## config.mk

```make
export PLATFORM = sky130hd
export DESIGN_NAME = addflag_unit
export DESIGN_NICKNAME = d
export VERILOG_FILES = /design/src/rtl/addflag_pkg.sv /design/src/rtl/addflag_opsel.sv /design/src/rtl/addflag_core.sv /design/src/rtl/addflag_unit.sv
export SDC_FILE = /design/constraint.sdc
export NUM_CORES = 1
export LEC_CHECK = 0
export ABC_AREA = 1
export BUFFER_PORTS_ARGS = -buffer_cell sky130_fd_sc_hd__buf_2
export CORE_UTILIZATION = 50
export DETAILED_ROUTE_END_ITERATION = 7
export GPL_TIMING_DRIVEN = 0
export PLACE_DENSITY = 0.81
export SLEW_MARGIN = 20
export SYNTH_ARGS = -nofsm -noshare
export SYNTH_HDL_FRONTEND = slang
export SYNTH_SLANG_ARGS = --single-unit
export TNS_END_PERCENT = 10
```

## constraint.sdc

```tcl
create_clock -name clk -period 4.4 [get_ports clk]
set_input_delay 0.66 -clock clk [delete_from_list [all_inputs] [get_ports clk]]
set_output_delay 0.66 -clock clk [all_outputs]
set_load 0.01 [all_outputs]
```

## src/rtl/addflag_pkg.sv

```systemverilog
package addflag_pkg;

    localparam int DATA_W = 32;
    localparam int IMM_W  = 16;
    localparam int PC_W   = 32;

    typedef enum logic [1:0] {
        OP_ADD_RR  = 2'b00,
        OP_ADDC_RR = 2'b01,
        OP_ADD_RI  = 2'b10,
        OP_ADDC_RI = 2'b11
    } add_op_e;

    typedef struct packed {
        logic              vld;
        logic [DATA_W-1:0] sum;
        logic              cy;
        logic              ov;
        logic              exc;
        logic [PC_W-1:0]   epc;
    } add_state_t;

endpackage

```

## src/rtl/addflag_opsel.sv

```systemverilog
module addflag_opsel #(
    parameter int DW = 32,
    parameter int IW = 16
) (
    input  logic [1:0]    op_sel,
    input  logic [DW-1:0] reg_b,
    input  logic [IW-1:0] imm,
    input  logic          flag_cy,
    output logic [DW-1:0] opnd_b,
    output logic          carry_in
);
    localparam int EXT_W = DW - IW;

    logic use_imm;
    logic use_cy;
    logic [DW-1:0] imm_ext;

    // bit 1 picks the immediate form, bit 0 the carry form
    assign use_imm = op_sel[1];
    assign use_cy  = op_sel[0];

    generate
        if (EXT_W > 0) begin : g_sext
            assign imm_ext = {{EXT_W{imm[IW-1]}}, imm};
        end else begin : g_trunc
            assign imm_ext = imm[DW-1:0];
        end
    endgenerate

    always_comb begin
        opnd_b   = use_imm ? imm_ext : reg_b;
        carry_in = use_cy & flag_cy;
    end
endmodule

```

## src/rtl/addflag_core.sv

```systemverilog
module addflag_core #(
    parameter int DW = 32
) (
    input  logic [DW-1:0] opnd_a,
    input  logic [DW-1:0] opnd_b,
    input  logic          carry_in,
    output logic [DW-1:0] sum,
    output logic          carry_out,
    output logic          ovf
);
    logic [DW:0] wide;

    always_comb begin
        wide      = {1'b0, opnd_a} + {1'b0, opnd_b} + {{DW{1'b0}}, carry_in};
        sum       = wide[DW-1:0];
        carry_out = wide[DW];
        // signed overflow: like-signed operands yield an opposite-signed sum
        ovf       = (opnd_a[DW-1] == opnd_b[DW-1]) && (sum[DW-1] != opnd_a[DW-1]);
    end
endmodule

```

## src/rtl/addflag_unit.sv

```systemverilog
module addflag_unit
    import addflag_pkg::*;
(
    input  logic              clk,
    input  logic              rst,
    input  logic              req_valid,
    input  logic [1:0]        op_sel,
    input  logic [DATA_W-1:0] src_a,
    input  logic [DATA_W-1:0] src_b,
    input  logic [IMM_W-1:0]  imm_in,
    input  logic              flag_cy_in,
    input  logic              ovf_trap_en,
    input  logic [PC_W-1:0]   pc_in,
    output logic              res_valid,
    output logic [DATA_W-1:0] result,
    output logic              carry_q,
    output logic              ovf_q,
    output logic              range_exc,
    output logic [PC_W-1:0]   exc_pc
);
    logic [DATA_W-1:0] opnd_b;
    logic              cin;
    logic [DATA_W-1:0] sum;
    logic              cout;
    logic              ovf;

    add_state_t st_d, st_q;

    addflag_opsel #(.DW(DATA_W), .IW(IMM_W)) u_opsel (
        .op_sel   (op_sel),
        .reg_b    (src_b),
        .imm      (imm_in),
        .flag_cy  (flag_cy_in),
        .opnd_b   (opnd_b),
        .carry_in (cin)
    );

    addflag_core #(.DW(DATA_W)) u_core (
        .opnd_a    (src_a),
        .opnd_b    (opnd_b),
        .carry_in  (cin),
        .sum       (sum),
        .carry_out (cout),
        .ovf       (ovf)
    );

    always_comb begin
        st_d     = st_q;
        st_d.vld = req_valid;
        st_d.exc = 1'b0;
        if (req_valid) begin
            st_d.sum = sum;
            st_d.cy  = cout;
            st_d.ov  = ovf;
            if (ovf && ovf_trap_en) begin
                st_d.exc = 1'b1;
                st_d.epc = pc_in;
            end
        end
    end

    always_ff @(posedge clk) begin
        if (rst) st_q <= '0;
        else     st_q <= st_d;
    end

    assign res_valid = st_q.vld;
    assign result    = st_q.sum;
    assign carry_q   = st_q.cy;
    assign ovf_q     = st_q.ov;
    assign range_exc = st_q.exc;
    assign exc_pc    = st_q.epc;

    p_exc_needs_ovf_r7: assert property (@(posedge clk) disable iff (rst)
        range_exc |-> (ovf_q && res_valid && $past(ovf_trap_en)));

    p_epc_hold_r8: assert property (@(posedge clk) disable iff (rst)
        !range_exc |-> $stable(exc_pc));

    p_flags_hold_r6: assert property (@(posedge clk) disable iff (rst)
        !res_valid |-> $stable({carry_q, ovf_q}));

    p_valid_lat_r9: assert property (@(posedge clk) disable iff (rst)
        req_valid |=> res_valid);

    p_ovf_sign_r5: assert property (@(posedge clk) disable iff (rst)
        (res_valid && ovf_q) |-> (result[DATA_W-1] != $past(src_a[DATA_W-1])));

endmodule

```

==> flow_summary.yaml <==
run_status:
  outcome: "finished clean"
power_and_ir_drop:
  power_switching_uw: 649
  swShare_pct: 33.3
  ir_worst_vdd_mv: 0.171
  p_seq_share_pct: 35.5
  comb_power_share_pct: 33.1
  internal_power_mw: 1.30
  powerDensity_mw_per_mm2: 308
  power.leakage_nw: 3.69
  clockPowerShare_pct: 31.4
cts:
  cts_setup_buffers: 0
  cts_buffer_depth: 2
  clk_pin_slew_worst_paths_ps: 70
  cts_sinks: 68
  ctsResizeCount: 0
  tritoncts: "yes"
  clock_latency_ps: 340
  cts_hold_buf: 0
  cts_buffers: 9
  root_buffer: "clkbuf_8"
  htree_levels: 3
layout:
  drive_above_1_share_pct: 23.1
  nNetsFinal: 1157
  seqCellArea_mm2: 0.00136
  multi_input_area_mm2: 0.00302
  final_cell_mix: "nand2_1 (192), buf_2 (187), nor2_1 (157), inv_1 (127), dfxtp_1 (68)"
  layout_commonest_cell: "nand2_1"
  insertedDiodeCount: 0
  n_fill_cell: 1004
  syn_to_final_growth_pct: 26.4
die:
  dieWidth_um: 102
  row_count: 36
  die-area_mm2: 0.0104
  die_y_um: 102
  start_util_pct: 51.5
  num_io_pins: 187
  core_area_mm2: 0.00973
timing:
  fin_crit_sh_pct: 89.9
  finalCriticalPeriod_ps: 3950
  worst_slew_pin_slew_ps: 647
  relSlewSlack_pct: 56.4
  setup_viol: 0
  rsz0062_at_grt: "false"
  hold_viol: 0
  finalWorstSetupSlack_ps: 446
  drv_slew: 0
  hold_ws_ps: 470
  skew_ps: 0
  fmax_mhz: 253
logic_synthesis:
  synth_area_per_cell_um2: 6.17
  netlist_area_mm2: 0.00501
  synthCells: 811
  synth_fa_ha_area_share_pct: 8.55
  ys_types: 33
  synthesis.nets: 963
  ys_seq_area_share_pct: 27.2
  synthSimpleGateAreaFrac_pct: 33.2
  synth-xor-area-share_pct: 2.80
  ys_ff_latch: 68
  synth_top_family_by_area: "simple AND/OR/NAND/NOR gates"
  yosys_warnings: 0
  synth_mux_area_share_pct: 3.12
  synth_compound_area_share_pct: 12.6
place:
  port_buffers: 183
  post-place-ws_ps: -68.0
  gp_congestion: 0.916
  dp_hpwl_um: 11300
min_path:
  holdCritStartpoint: "ovf_q$_SDFFE_PP0P_"
  hold_class: "flip-flop to flip-flop"
  whs_path_depth: 2
setup_path:
  crit_type: "primary input to flip-flop"
  required_ps: 4640
  timing.rr.start: "result[16]$_SDFFE_PP0P_"
  critPathCaptureType: "flip-flop"
  r2r_cells: 4
  crit_start: "op_sel[1]"
  cp-start-kind: "primary input"
  arrival_ps: 4190
  cp_max_fo: 10
drt:
  routed_via_density: 4.80
  vias: 5483
  drc: 0
  drt_iter0_markers: 256
  wirelength_um: 13700
  wl_per_cell_um: 11.9
  firstDrtPassIters: 5
  drtAntennaViolNets: 0
global_routing:
  grt_start_max_net_pins: 13
  overflow: 0
  track_usage_pct: 26.7
  grt_pass1_wl_um: 21900
  use_met1_pct: 32.4
  first_global_vias: 4978
  grtUsageMet3_pct: 3.90
  busiest_layer: "met2"
  antenna_found_initial: 0
  use_met2_pct: 47.5
flow_run:
  max-cap-violations: 0
## routing by layer
layer	up-vias	part of all wire, %
li1	2925	-
met1	2323	45
met2	211	46
met3	24	6.1
met4	0	2.2
met5	-	0
## final timing paths
kind / slack, ps / endpoint
setup reg to reg: 3680 / result[16]$_SDFFE_PP0P_
hold / removal: 470 / ovf_q$_SDFFE_PP0P_
setup / recovery: 450 / result[30]$_SDFFE_PP0P_
hold reg to reg: 470 / ovf_q$_SDFFE_PP0P_
## through the flow
| step | instances | power, mW | utilization [%] | setup TNS, ps | cell area, µm² |
|---|---|---|---|---|---|
| finish | 1143 | 1.95 | 65.1 | 0 | 6330 |
| global route | 1143 | 2.08 | 65.1 | 0 | 6330 |
| CTS | 1143 | 1.96 | 65.1 | 0 | 6330 |
| detailed placement | 1127 | 1.35 | 62.6 | -68.0 | 6090 |
| global placement | 1127 | 1.34 | 62.6 | -73.1 | 6090 |
| floorplan | 811 | 1.13 | - | 0 | 5010 |
## critical path, cell delays in order
cell      delay, ps
clkbuf_1        390
clkbuf_2        360
mux2i_1         160
fa_1            440
fa_1            410
nand3b_1        170
nand2_1         180
a21boi_0        230
o21ai_0         590
nand3b_1        240
nand3_1         120
nand3_1         100
nand2_1         100
inv_1            40
## layout make-up
cell class | instances | share of cell area, %
Multi-Input combinational cell | 589 | 47.7
Sequential cell | 68 | 21.5
Timing Repair Buffer | 183 | 14.5
Inverter | 128 | 7.59
Tap cell | 133 | 2.63
Buffer | 26 | 2.35
Clock buffer | 10 | 2.02
Clock inverter | 6 | 1.78
## flip-flops by register name, indices dropped and copies added, names as in the netlist
name and flops:
carry_q 1, range_exc 1, exc_pc 32, res_valid 1
result 32, ovf_q 1
## cells in the mapped netlist (all sizes together)
| master | n | share of area, % |
|---|---|---|
| nand2 | 197 | 15 |
| nor2 | 158 | 12 |
| inv | 128 | 9.6 |
| dfxtp | 68 | 27 |
| o21ai | 54 | 5.4 |
| a21oi | 41 | 4.2 |
| nand3 | 33 | 3.4 |
| ha | 31 | 7.7 |
| clkbuf | 15 | 1.1 |
| mux2 | 13 | 2.9 |
| xor2 | 12 | 2.1 |
| buf | 11 | 1.8 |
| nand4 | 10 | 1.2 |
| o21bai | 8 | 1.2 |
| a21o | 5 | 0.75 |
| nor4 | 4 | 0.50 |
| xnor2 | 4 | 0.70 |
| a31oi | 3 | 0.37 |
| nand3b | 3 | 0.45 |
| nor3 | 3 | 0.30 |
| o211ai | 3 | 0.45 |
| fa | 2 | 0.80 |
| or2 | 2 | 0.25 |
| a21boi | 1 | 0.15 |
| mux2i | 1 | 0.20 |
| o21a | 1 | 0.15 |
## power by group through the flow
stage          Sequential (mW)  Clock (mW)  Combinational (mW)
6_report                 0.692       0.613               0.646
3_5_place_dp             0.706           0               0.641
2_1_floorplan            0.730           0               0.405
5_1_grt                  0.698       0.652               0.734
3_3_place_gp             0.705           0               0.634
4_1_cts                  0.692       0.624               0.645
## logic make-up after synthesis
kind of cell,Yosys count
muxes,14
xor gates and xnor gates,16
adders and majority gates,33
buffers and inverters,154
and+or+nand+nor,410
AOI/OAI and AO/OA,116
DFF,68
(Power assumes the default switching activity.)
